`config.mk`:
```
export PLATFORM = sky130hd
export DESIGN_NAME = tier_link
export DESIGN_NICKNAME = d
export VERILOG_FILES = /design/src/rtl/tier_link_pkg.sv /design/src/rtl/tier_link_dly.sv /design/src/rtl/tier_link_ctrl.sv /design/src/rtl/tier_link_dp.sv /design/src/rtl/tier_link.sv
export SDC_FILE = /design/constraint.sdc
export NUM_CORES = 1
export LEC_CHECK = 0
export BUFFER_PORTS_ARGS = -buffer_cell sky130_fd_sc_hd__buf_4
export CAP_MARGIN = 20
export CORE_MARGIN = 4
export CORE_UTILIZATION = 50
export DETAILED_ROUTE_END_ITERATION = 7
export GPL_ROUTABILITY_DRIVEN = 0
export MAX_ROUTING_LAYER = met4
export PLACE_DENSITY_LB_ADDON = 0.08
export SLEW_MARGIN = 15
export SYNTH_ARGS = -nofsm -noshare
export SYNTH_HDL_FRONTEND = slang
export SYNTH_HIERARCHICAL = 1
export SYNTH_SLANG_ARGS = --single-unit
```
`constraint.sdc`:
```
create_clock -name clk -period 3.22 [get_ports clk]
set_clock_uncertainty 0.05 [all_clocks]
set_input_delay 0.161 -clock clk [delete_from_list [all_inputs] [get_ports clk]]
set_output_delay 0.161 -clock clk [all_outputs]
set_load 0.005 [all_outputs]
```
`src/rtl/tier_link_pkg.sv`:
```
package tier_link_pkg;

  typedef enum logic [1:0] {
    TX_IDLE = 2'd0,
    TX_SEND = 2'd1,
    TX_RTZ  = 2'd2
  } txState_e;

  // Strobes from the control module to the datapath.
  typedef struct packed {
    logic loadFlit;   // latch flitIn into the send buffer
    logic sendData;   // drive the current slice as a codeword (else null)
    logic capture;    // receiver stores the present slice
    logic lastSlice;  // stored slice is the final one of the flit
    logic ackLevel;   // receiver acknowledge wire level
  } strobe_t;

endpackage

```
`src/rtl/tier_link_dly.sv`:
```
module tier_link_dly #(
  parameter int W       = 1,
  parameter int MAX_DLY = 7,
  localparam int DLY_W  = $clog2(MAX_DLY + 1)
) (
  input  logic             clk,
  input  logic             rstN,
  input  logic [DLY_W-1:0] sel,
  input  logic [W-1:0]     din,
  output logic [W-1:0]     dout
);

  logic [W-1:0] stg [MAX_DLY];
  int unsigned  idx;

  always_ff @(posedge clk) begin
    if (!rstN) begin
      for (int k = 0; k < MAX_DLY; k++) stg[k] <= '0;
    end else begin
      stg[0] <= din;
      for (int k = 1; k < MAX_DLY; k++) stg[k] <= stg[k-1];
    end
  end

  always_comb begin
    idx  = (int'(sel) > MAX_DLY) ? MAX_DLY : int'(sel);
    dout = (idx == 0) ? din : stg[idx-1];
  end

endmodule

```
`src/rtl/tier_link_ctrl.sv`:
```
module tier_link_ctrl
  import tier_link_pkg::*;
#(
  parameter int SER_RATE = 4,
  localparam int SEL_W   = (SER_RATE > 1) ? $clog2(SER_RATE) : 1
) (
  input  logic             clk,
  input  logic             rstN,
  input  logic             flitReq,
  input  logic             rxReady,
  input  logic             allAckHigh,
  input  logic             allAckLow,
  input  logic             allValid,
  input  logic             allNull,
  input  logic             anyIllegal,
  output logic [SEL_W-1:0] txSel,
  output logic [SEL_W-1:0] rxSel,
  output strobe_t          strb,
  output logic             txnAck,
  output logic             flitValid,
  output logic             protoErr
);

  localparam logic [SEL_W-1:0] LAST_SEL = SEL_W'(SER_RATE - 1);

  txState_e txState;
  logic     ackQ;
  logic     rxIdle;
  logic     accept;
  logic     capture;
  logic     rxLast;

  assign rxIdle  = (rxSel == '0) && !ackQ;
  assign txnAck  = (txState == TX_IDLE) && rxIdle && rxReady;
  assign accept  = flitReq && txnAck;
  assign capture = allValid && !ackQ;
  assign rxLast  = (rxSel == LAST_SEL);

  always_comb begin
    strb.loadFlit  = accept;
    strb.sendData  = (txState == TX_SEND);
    strb.capture   = capture;
    strb.lastSlice = rxLast;
    strb.ackLevel  = ackQ;
  end

  // Sending side: one four-phase exchange per slice.
  always_ff @(posedge clk) begin
    if (!rstN) begin
      txState <= TX_IDLE;
      txSel   <= '0;
    end else begin
      unique case (txState)
        TX_IDLE: if (accept) begin
          txState <= TX_SEND;
          txSel   <= '0;
        end
        TX_SEND: if (allAckHigh) txState <= TX_RTZ;
        TX_RTZ: if (allAckLow) begin
          if (txSel == LAST_SEL) txState <= TX_IDLE;
          else begin
            txSel   <= txSel + 1'b1;
            txState <= TX_SEND;
          end
        end
        default: txState <= TX_IDLE;
      endcase
    end
  end

  // Receiving side: acknowledge, slice counter, flit pulse, error flag.
  always_ff @(posedge clk) begin
    if (!rstN) begin
      ackQ      <= 1'b0;
      rxSel     <= '0;
      flitValid <= 1'b0;
      protoErr  <= 1'b0;
    end else begin
      flitValid <= capture && rxLast;
      protoErr  <= protoErr | anyIllegal;
      if (capture) begin
        ackQ  <= 1'b1;
        rxSel <= rxLast ? '0 : rxSel + 1'b1;
      end else if (ackQ && allNull) begin
        ackQ <= 1'b0;
      end
    end
  end

  assert_single_pulse_R3: assert property (@(posedge clk) disable iff (!rstN)
    flitValid |=> !flitValid);

  assert_accept_busy_R4: assert property (@(posedge clk) disable iff (!rstN)
    (flitReq && txnAck) |=> !txnAck);

  assert_sticky_err_R7: assert property (@(posedge clk) disable iff (!rstN)
    protoErr |=> protoErr);

  assert_ack_after_valid_R6: assert property (@(posedge clk) disable iff (!rstN)
    $rose(ackQ) |-> $past(allValid));

endmodule

```
`src/rtl/tier_link_dp.sv`:
```
module tier_link_dp
  import tier_link_pkg::*;
#(
  parameter int FLIT_W   = 32,
  parameter int SER_RATE = 4,
  parameter int MAX_DLY  = 7,
  localparam int LANES   = FLIT_W / SER_RATE,
  localparam int DLY_W   = $clog2(MAX_DLY + 1),
  localparam int SEL_W   = (SER_RATE > 1) ? $clog2(SER_RATE) : 1
) (
  input  logic                   clk,
  input  logic                   rstN,
  input  logic [FLIT_W-1:0]      flitIn,
  input  strobe_t                strb,
  input  logic [SEL_W-1:0]       txSel,
  input  logic [SEL_W-1:0]       rxSel,
  input  logic [LANES*DLY_W-1:0] laneDelay,
  input  logic [LANES-1:0]       railShort,
  output logic [FLIT_W-1:0]      flitOut,
  output logic                   allAckHigh,
  output logic                   allAckLow,
  output logic                   allValid,
  output logic                   allNull,
  output logic                   anyIllegal
);

  logic [FLIT_W-1:0] txBuf;
  logic [LANES-1:0]  txSlice;
  logic [LANES-1:0]  txR0, txR1;     // zero-rail, one-rail at the sender
  logic [LANES-1:0]  rxR0, rxR1;     // rails as seen at the receiver
  logic [LANES-1:0]  ackSeen;        // acknowledges as seen at the sender
  logic [FLIT_W-1:0] asmBuf, asmNext;

  assign txSlice = txBuf[txSel*LANES +: LANES];

  always_ff @(posedge clk) begin
    if (!rstN) begin
      txBuf <= '0;
      txR0  <= '0;
      txR1  <= '0;
    end else begin
      if (strb.loadFlit) txBuf <= flitIn;
      if (strb.sendData) begin
        txR1 <= txSlice;
        txR0 <= ~txSlice;
      end else begin
        txR1 <= '0;
        txR0 <= '0;
      end
    end
  end

  for (genvar l = 0; l < LANES; l++) begin : g_lane
    logic [1:0] railFar;

    tier_link_dly #(.W(2), .MAX_DLY(MAX_DLY)) u_fwd (
      .clk (clk),
      .rstN(rstN),
      .sel (laneDelay[l*DLY_W +: DLY_W]),
      .din ({txR1[l], txR0[l]}),
      .dout(railFar)
    );

    tier_link_dly #(.W(1), .MAX_DLY(MAX_DLY)) u_back (
      .clk (clk),
      .rstN(rstN),
      .sel (laneDelay[l*DLY_W +: DLY_W]),
      .din (strb.ackLevel),
      .dout(ackSeen[l])
    );

    assign rxR0[l] = railFar[0];
    assign rxR1[l] = railFar[1] | (railShort[l] & railFar[0]);
  end

  assign allValid   = &(rxR0 ^ rxR1);
  assign allNull    = ~|(rxR0 | rxR1);
  assign anyIllegal = |(rxR0 & rxR1);
  assign allAckHigh = &ackSeen;
  assign allAckLow  = ~|ackSeen;

  always_comb begin
    asmNext = asmBuf;
    asmNext[rxSel*LANES +: LANES] = rxR1;
  end

  always_ff @(posedge clk) begin
    if (!rstN) begin
      asmBuf  <= '0;
      flitOut <= '0;
    end else if (strb.capture) begin
      asmBuf <= asmNext;
      if (strb.lastSlice) flitOut <= asmNext;
    end
  end

  // Four-phase rule: a lane codeword is left only by returning to null.
  assert_rtz_only_R6: assert property (@(posedge clk) disable iff (!rstN)
    (|(txR0 | txR1)) |=> (((txR0 == $past(txR0)) && (txR1 == $past(txR1))) ||
                          ((txR0 | txR1) == '0)));

  assert_tx_legal_R8: assert property (@(posedge clk) disable iff (!rstN)
    (txR0 & txR1) == '0);

endmodule

```
`src/rtl/tier_link.sv`:
```
module tier_link
  import tier_link_pkg::*;
#(
  parameter int FLIT_W   = 32,
  parameter int SER_RATE = 4,
  parameter int MAX_DLY  = 7,
  localparam int LANES   = FLIT_W / SER_RATE,
  localparam int DLY_W   = $clog2(MAX_DLY + 1),
  localparam int SEL_W   = (SER_RATE > 1) ? $clog2(SER_RATE) : 1
) (
  input  logic                   clk,
  input  logic                   rstN,
  input  logic [FLIT_W-1:0]      flitIn,
  input  logic                   flitReq,
  output logic                   txnAck,
  input  logic                   rxReady,
  input  logic [LANES*DLY_W-1:0] laneDelay,
  input  logic [LANES-1:0]       railShort,
  output logic [FLIT_W-1:0]      flitOut,
  output logic                   flitValid,
  output logic                   protoErr
);

  initial assert (FLIT_W % SER_RATE == 0 && MAX_DLY >= 1)
    else $error("tier_link: SER_RATE must divide FLIT_W and MAX_DLY must be at least 1");

  strobe_t          strb;
  logic [SEL_W-1:0] txSel, rxSel;
  logic             allAckHigh, allAckLow, allValid, allNull, anyIllegal;

  tier_link_ctrl #(.SER_RATE(SER_RATE)) u_ctrl (
    .clk       (clk),
    .rstN      (rstN),
    .flitReq   (flitReq),
    .rxReady   (rxReady),
    .allAckHigh(allAckHigh),
    .allAckLow (allAckLow),
    .allValid  (allValid),
    .allNull   (allNull),
    .anyIllegal(anyIllegal),
    .txSel     (txSel),
    .rxSel     (rxSel),
    .strb      (strb),
    .txnAck    (txnAck),
    .flitValid (flitValid),
    .protoErr  (protoErr)
  );

  tier_link_dp #(.FLIT_W(FLIT_W), .SER_RATE(SER_RATE), .MAX_DLY(MAX_DLY)) u_dp (
    .clk       (clk),
    .rstN      (rstN),
    .flitIn    (flitIn),
    .strb      (strb),
    .txSel     (txSel),
    .rxSel     (rxSel),
    .laneDelay (laneDelay),
    .railShort (railShort),
    .flitOut   (flitOut),
    .allAckHigh(allAckHigh),
    .allAckLow (allAckLow),
    .allValid  (allValid),
    .allNull   (allNull),
    .anyIllegal(anyIllegal)
  );

endmodule

```
### Word level (Yosys, flattened, before mapping)

Memories as Yosys holds them, arrays and structs flattened.
Cells that the tools add are included.

| operators by class | value |
|---|---|
| bitwise logic cells | 133 |
| shift-type cells | 3 |
| add/sub/neg operators | 11 |
| multiplexer cells | 143 |
| equal/unequal tests | 8 |
| reductions and logical operators | 30 |

Operators with widths:

| cell | count |
|---|---|
| $mux W2 | 71 |
| $or A1 B1 Y1 | 121 |
| $mux W1 | 69 |
| $neg A5 Y34 | 1 |
| $shift A8 B34 Y32 const A | 1 |
| $shiftx A8 B34 Y32 | 1 |
| $bwmux W32 | 1 |
| $shiftx A32 B6 Y8 | 1 |
| $logic_not A3 Y1 | 8 |
| $reduce_or A8 Y1 | 3 |
| $sub A3 B1 Y3 const B | 8 |
| $reduce_and A8 Y1 | 2 |
| $and A1 B1 Y1 | 8 |
| $and A8 B8 Y8 | 1 |
| $not A8 Y8 | 1 |
| $or A8 B8 Y8 | 1 |
| $xor A8 B8 Y8 | 1 |
| $logic_and A1 B1 Y1 | 7 |
| $eq A2 B2 Y1 const B | 3 |
| $pmux W2 S3 | 1 |
| $add A2 B1 Y2 const B | 2 |
| $logic_not A2 Y1 | 2 |
| $ne A2 B1 Y1 const B | 2 |
| $ne A2 B2 Y1 const B | 2 |
| other kinds (7) | 10 |

| storage, ports and cells | value |
|---|---|
| input bits | 68 |
| memories kept | 16 |
| word-level logic and storage cells | 355 |
| RAM bits | 168 |
| register bits after elaboration | 121 |
| output and inout port bits | 35 |

Memory list:

| name | words | width | rd ports | clocked after memory_dff | wr ports | line | source |
|---|---|---|---|---|---|---|---|
| u_dp.g_lane[0].u_fwd.stg | 7 | 2 | 7 | 0 | 7 | tier_link_dly.sv:13 | `logic [W-1:0] stg [MAX_DLY];` |
| u_dp.g_lane[1].u_fwd.stg | 7 | 2 | 7 | 0 | 7 | tier_link_dly.sv:13 |  |
| u_dp.g_lane[2].u_fwd.stg | 7 | 2 | 7 | 0 | 7 | tier_link_dly.sv:13 |  |
| u_dp.g_lane[3].u_fwd.stg | 7 | 2 | 7 | 0 | 7 | tier_link_dly.sv:13 |  |
| u_dp.g_lane[4].u_fwd.stg | 7 | 2 | 7 | 0 | 7 | tier_link_dly.sv:13 |  |
| u_dp.g_lane[5].u_fwd.stg | 7 | 2 | 7 | 0 | 7 | tier_link_dly.sv:13 |  |
| +10 memories | n/a | n/a | n/a | n/a | n/a | n/a |  |

### Depth between registers and ports, before layout

An unclocked memory read counts as a cell.

| logic depth | value |
|---|---|
| depth in word-level cells | 11 |
| gate-level depth with buffers | 18 |
| gate-level depth less buffers | 14 |

### Hierarchy

Netlist, hierarchy kept.

By module, submodules not included:

| module | instances | area each (um^2) | seq. area each (um^2) | cells each |
|---|---|---|---|---|
| tier_link_dp | 1 | 4783.3 | 2242.2 | 495 |
| tier_link_dly at u_dp.g_lane[0].u_fwd ... | 8 | 548.0 | 280.3 | 50 |
| tier_link_dly at u_dp.g_lane[0].u_back ... | 8 | 294.0 | 140.1 | 27 |
| tier_link_ctrl | 1 | 476.7 | 180.2 | 46 |

### Worst setup path before layout

No wires, ideal clock.

| path | value |
|---|---|
| kind | input port to flip-flop |
| start point | input port laneDelay[6] |
| end point | register u_dp.flitOut[21] |
| setup slack | 0.093 ns |
| buffers on the path | 4 |
| setup time | 0.133 ns |
| data arrival time | 2.945 ns |
| stages on the path | 17 |
| required time | 3.037 ns |
| cells stage by stage | buf_6 inv_1 ha_1 nor2_1 a211o_1 a31oi_1 a21o_1 inv_1 ha_1 nand4_1 nor2_1 nor2b_2 buf_4 and2_1 buf_2 clkbuf_1 a21oi_1 |

| between the ends | value |
|---|---|
| word-level cells in the longest chain between the ends | 9 |
| elaborated cells on any way between the ends | 12 |
| those cells by class | add/sub (1); shift (1); mux (2); bitwise (3); reduce/logical (4); memory (1) |

RTL lines:

| element | line | source |
|---|---|---|
| start: declaration | tier_link.sv:17 | `input logic [LANES*DLY_W-1:0] laneDelay,` |
| $sub A3 B1 Y3 | tier_link_dly.sv:27 | `dout = (idx == 0) ? din : stg[idx-1];` |
| $mem_v2 Z7 W2 | n/a |  |
| $mux W2 (*) | tier_link_dly.sv:27 |  |
| net u_dp.g_lane[2].railFar[0] | tier_link_dp.sv:54 | `logic [1:0] railFar;` |
| $and A1 B1 Y1 | tier_link_dp.sv:73 | `assign rxR1[l] = railFar[1] \| (railShort[l] & railFar[0]);` |
| $or A1 B1 Y1 | tier_link_dp.sv:73 |  |
| $xor A8 B8 Y8 (*) | tier_link_dp.sv:76 | `assign allValid = &(rxR0 ^ rxR1);` |
| $reduce_and A8 Y1 (*) | tier_link_dp.sv:76 |  |
| net allValid | tier_link.sv:29 | `logic allAckHigh, allAckLow, allValid, allNull, anyIllegal;` |
| $logic_and A1 B1 Y1 (*) | tier_link_ctrl.sv:36 | `assign capture = allValid && !ackQ;` |
| net u_ctrl.capture | tier_link_ctrl.sv:30 | `logic capture;` |
| $reduce_and A2 Y1 (no line) (*) | n/a |  |
| end signal: assignment | tier_link_dp.sv:93 | `if (strb.lastSlice) flitOut <= asmNext;` |
| end: declaration | tier_link_dp.sv:19 | `output logic [FLIT_W-1:0] flitOut,` |

The timed path passes the listed nets; every way through them passes the cells marked *.
A chain may end at the register's enable or synchronous reset.

==> impl.org <==
** Synthesis
- Synthesized area per cell :: about 10 sq um
- Combined area of all synthesized cells :: 12000 sq um
- Synth Instances :: around 1200
- For this run, the register share of the synthesized area comes to roughly 48%.
- In the post-synthesis netlist, the cell with the most instances is sky130_fd_sc_hd__dfxtp_1.
- Post-synthesis net count :: 1280
- Yosys printed 6 warnings.
- Number of distinct standard cells referenced by the synthesized netlist :: 43
- Of the post-synthesis cell area, the dominant cell type holds between 40 and 50%.
- By count the netlist is led by 289 x sky130_fd_sc_hd__dfxtp_1, 177 x sky130_fd_sc_hd__and2_1, 89 x sky130_fd_sc_hd__a21oi_1.
- Synthesized flop and latch total :: roughly 290
- Cell type with the highest aggregate area in the netlist :: sky130_fd_sc_hd__dfxtp_1
- For this run, asynchronously set or reset flops after synthesis account for 0%.
- Number of enable-type register cells in the synthesized netlist :: 0
- Ranked by total cell area, the synthesized netlist is headed by sky130_fd_sc_hd__dfxtp_1 48%, sky130_fd_sc_hd__and2_1 9.2%, sky130_fd_sc_hd__ha_1 5.7%.
- For this run, the leading register cell type out of synthesis is sky130_fd_sc_hd__dfxtp_1.

** STA
- The worst pin sits at a relative slew slack of 43.0%.
- Hold violation total from the final report :: 0
- Share of the clock period used by the worst path :: approximately 90%
- For this run, the top clock speed supported by timing is around 350 MHz.
- Worst Max-Slew Pin Slew :: approximately 0.85 ns
- Setup violations remaining at the end of the flow were counted as 0.
- Final worst path period need :: roughly 2.8 ns
- Aggregate negative setup slack :: 0 ns
- Setup repair after global routing left no endpoint under its margin.
- Across all hold checks on the routed design, the worst slack comes to 0.0808 ns.
- Final count of pins violating max slew :: 0

** Global routing
- Global routing usage summed across all routing layers :: about a fifth
- The number of antenna violations at the first check in global routing came to 1.
- Entering global routing, the biggest net connects ~130 pins.
- Most utilized layer in the global route result :: met2
- GR Util met2 :: about 29%
- Met3 global-route usage :: around 3.4%
- Met1 global-route usage :: about a quarter
- The via count of the first global-routing pass was 8045.
- The first global-routing pass estimated 40000 microns of wire.
- Total gr overflow :: 0

** Setup path
- The worst setup path is launched from a register.
- In this design, the largest share of critical-path delay is due to compound AO/OA/AOI/OAI gates.
- Critical Path Source :: u_dp/g_lane[7].u_fwd/stg[5][0]
- Together, buffers and inverters on the worst path number 2.
- For the worst flop-to-flop path, the logic depth is 13.
- STA classifies the critical path endpoint as a register.
- Critical-path cell list :: mux2i_1, a211o_1, a31oi_1, a21o_1, inv_1, ha_1, nand4_1, nor2_1, nor2b_2, and2_2, buf_12, o21ai_0, a21oi_1
- Type of the worst setup path :: register to register
- The slowest stage of the critical path is the sky130_fd_sc_hd__dfxtp_1 cell.
- Data arrival, critical path :: around 3.3 ns
- Of all nets on the critical path, the largest fanout is 36.
- For the worst setup path, the data required time is about 3.6 ns.
- Delay of the slowest cell on the worst path :: around 0.33 ns
- The worst register-to-register path begins at u_dp/g_lane[7].u_fwd/stg[5][0].
- Total stage count of the critical path :: 13

** Finish
- The multi-input combinational cells in the finished layout cover a total of ~5700 sq um.
- Fill cell count :: between 1500 and 2000
- From synthesis to final layout, the design area changed by 21.1%.
- Layout cell share with drive strength beyond 1 :: between 10% and 20%
- Number of standard cells in the final layout excluding fillers :: about 1700
- Post-layout util :: between 60% and 70%
- Across the whole layout, storage elements account for just under 6000 sq um.
- Fin nets :: about 1400
- Total non-filler cell area in the finished layout :: around 15000 sq um

** Pwr
- Worst vdd rail ir drop :: roughly 350 uV
- Power Density :: 534 nW/um^2
- The analysis attributes to cell leakage a power of 6.23 nW.

** Floorplan
- Initial Utilization :: between 50% and 60%
- Measured along the y axis, the die boundary spans about 160 microns.
- Row generation in the floorplan step produced 56 rows.
- Number of primary I/O pins :: around 100
- Horiz. Die Dim :: between 150 and 200 microns
- Core outline area :: between 20000 and 25000 sq um
- The die covers 26500 sq um.

** Min path
- Counting instances, the worst hold path has a depth of 5.
- The worst hold path begins at railShort[3].
- In this run the worst hold path is classified as input port to register.

** Route
- Using the TritonRoute via totals, the vias-per-cell ratio works out to 5.01.
- The pre-antenna-repair detailed-routing pass consisted of 6 iterations.
- Post-route DRC violation count :: 0
- Number of nets still failing antenna checks after routing :: 0
- Total via count after detailed routing :: between 8000 and 9000
- Drt total wl :: between 20000 and 25000 microns
- After detailed routing, the average wire length per cell comes to 14.7 microns.
- Iteration-0 DRC Markers :: 410

** Run
- Total of max-cap violations :: 0

** Clocking
- The clock drives roughly 290 sinks.
- Clock Pin Slew Worst Setup and Hold Paths :: 0.06 ns
- The later pin in the worst-skew pair is clocked with a latency of roughly 0.55 ns.
- The root buffer cell chosen for the clock tree is sky130_fd_sc_hd__clkbuf_16.
- The longest clock path from root to sink contains 3 buffers.
- Total CTS buffers :: 31
- Count of instances resized after the clock tree is built :: 0
- Buffers added to address setup during post-CTS repair amount to 0.
- TritonCTS clock tree :: done
- Number of H-tree levels :: 1

** Placed design
- Placed wire-length estimate :: 16300 microns
- Post-Place Cell Area :: 13100 sq um
- # placed instances :: approximately 1600
- In this run the tool buffered the top-level ports with ~100 buffer cells.

** Run status
- The run finished with clean final reports.
==> tightest hold or removal path, cell delays in order <==
cell,delay [ns]
sky130_fd_sc_hd__buf_4,0.08
sky130_fd_sc_hd__a21o_1,0.11
sky130_fd_sc_hd__inv_1,0.06
sky130_fd_sc_hd__o2bb2ai_1,0.11
sky130_fd_sc_hd__and2_1,0.11
==> cell type report <==
type                       count  share of cell area, %
sequential                   289                   39.8
tap                          319                   2.75
inverter                      52                   1.34
clock buffer                  49                   6.42
multi-input combinational    761                   39.1
antenna                        1                 0.0172
clock inverter                 7                  0.611
timing repair buffer         174                   9.93
==> path summary, 6_finish.rpt <==
| check | endpoint | slack, ns |
|---|---|---|
| setup reg to reg | u_dp/flitOut[9] | 0.37 |
| setup / recovery | u_dp/flitOut[9] | 0.37 |
| hold reg to reg | u_dp/g_lane[7].u_fwd/stg[3][0] | 0.39 |
| hold / removal | u_dp/asmBuf[3] | 0.08 |
==> cells by family (layout without fill, tap and decap cells) <==
group | after synthesis | after routing | share of synthesized area, %
muxes | 90 | 90 | 11.1
DFF | 289 | 289 | 48.2
other | 0 | 1 | 0
buffers and inverters | 107 | 282 | 4.39
xor gates and xnor gates | 16 | 16 | 1.17
adders and majority gates | 55 | 55 | 5.74
and+or+nand+nor | 386 | 386 | 18.9
AOI/OAI and AO/OA | 214 | 214 | 10.5
==> sequential cells by signal, summed over array words and instances, names as in the netlist <==
register	count
u_dp/txR1	8
u_ctrl/rxSel	2
u_dp/flitOut	32
u_ctrl/flitValid	1
u_dp/g_lane.u_fwd/stg	112
u_dp/txBuf	32
u_ctrl/protoErr	1
u_ctrl/ackQ	1
u_ctrl/txState	2
u_ctrl/txSel	2
u_dp/txR0	8
u_dp/asmBuf	32
u_dp/g_lane.u_back/stg	56
==> cells in the final DEF, fill, tap and decap left out, drive strengths merged, types with 2 or more instances in the layout <==
cell and count:
inv 53, a21oi 89, mux4 32, a211o 24
clkbuf 49, buf 136, nand4 6, mux2i 58
xnor2 16, o31ai 2, dlygate4sd3 38, a31oi 24
nor2b 77, a21o 8, bufinv 2, and2 177
nand4b 2, o2bb2ai 8, dfxtp 289, ha 55
nor3b 2, o21ai 56, nand2 31, nor4 3
nor2 61, clkinv 4, nand2b 16, and4bb 3
or4 2
==> timing repair <==
item,CTS,global route
endpoints found under the hold margin,72,0
setup endpoints to repair,0,0
hold buffers,38,0
==> power breakdown <==
| group | switching [mW] | leakage (nW) | total (mW) | internal, mW |
|---|---|---|---|---|
| clock | 1.34 | 0.506 | 3.47 | 2.13 |
| combinational | 0.341 | 3.39 | 0.659 | 0.318 |
| sequential | 0.0215 | 2.33 | 3.64 | 3.61 |
==> stage by stage <==
stage               setup slack (ns)  total power [mW]
finish                         0.374              7.76
global route                   0.123              8.10
CTS                            0.355              7.86
detailed placement            0.0363              4.34
global placement              0.0884              4.33
floorplan                     0.0927              4.08
==> layer usage <==
layer  share of wire, %  vias to the layer above
li1                   -                     4233
met1                 49                     3864
met2                 45                      154
met3                4.9                       31
met4                1.4                        0
met5                  0                        -
Note: power is estimated with default switching activity, not from simulation.
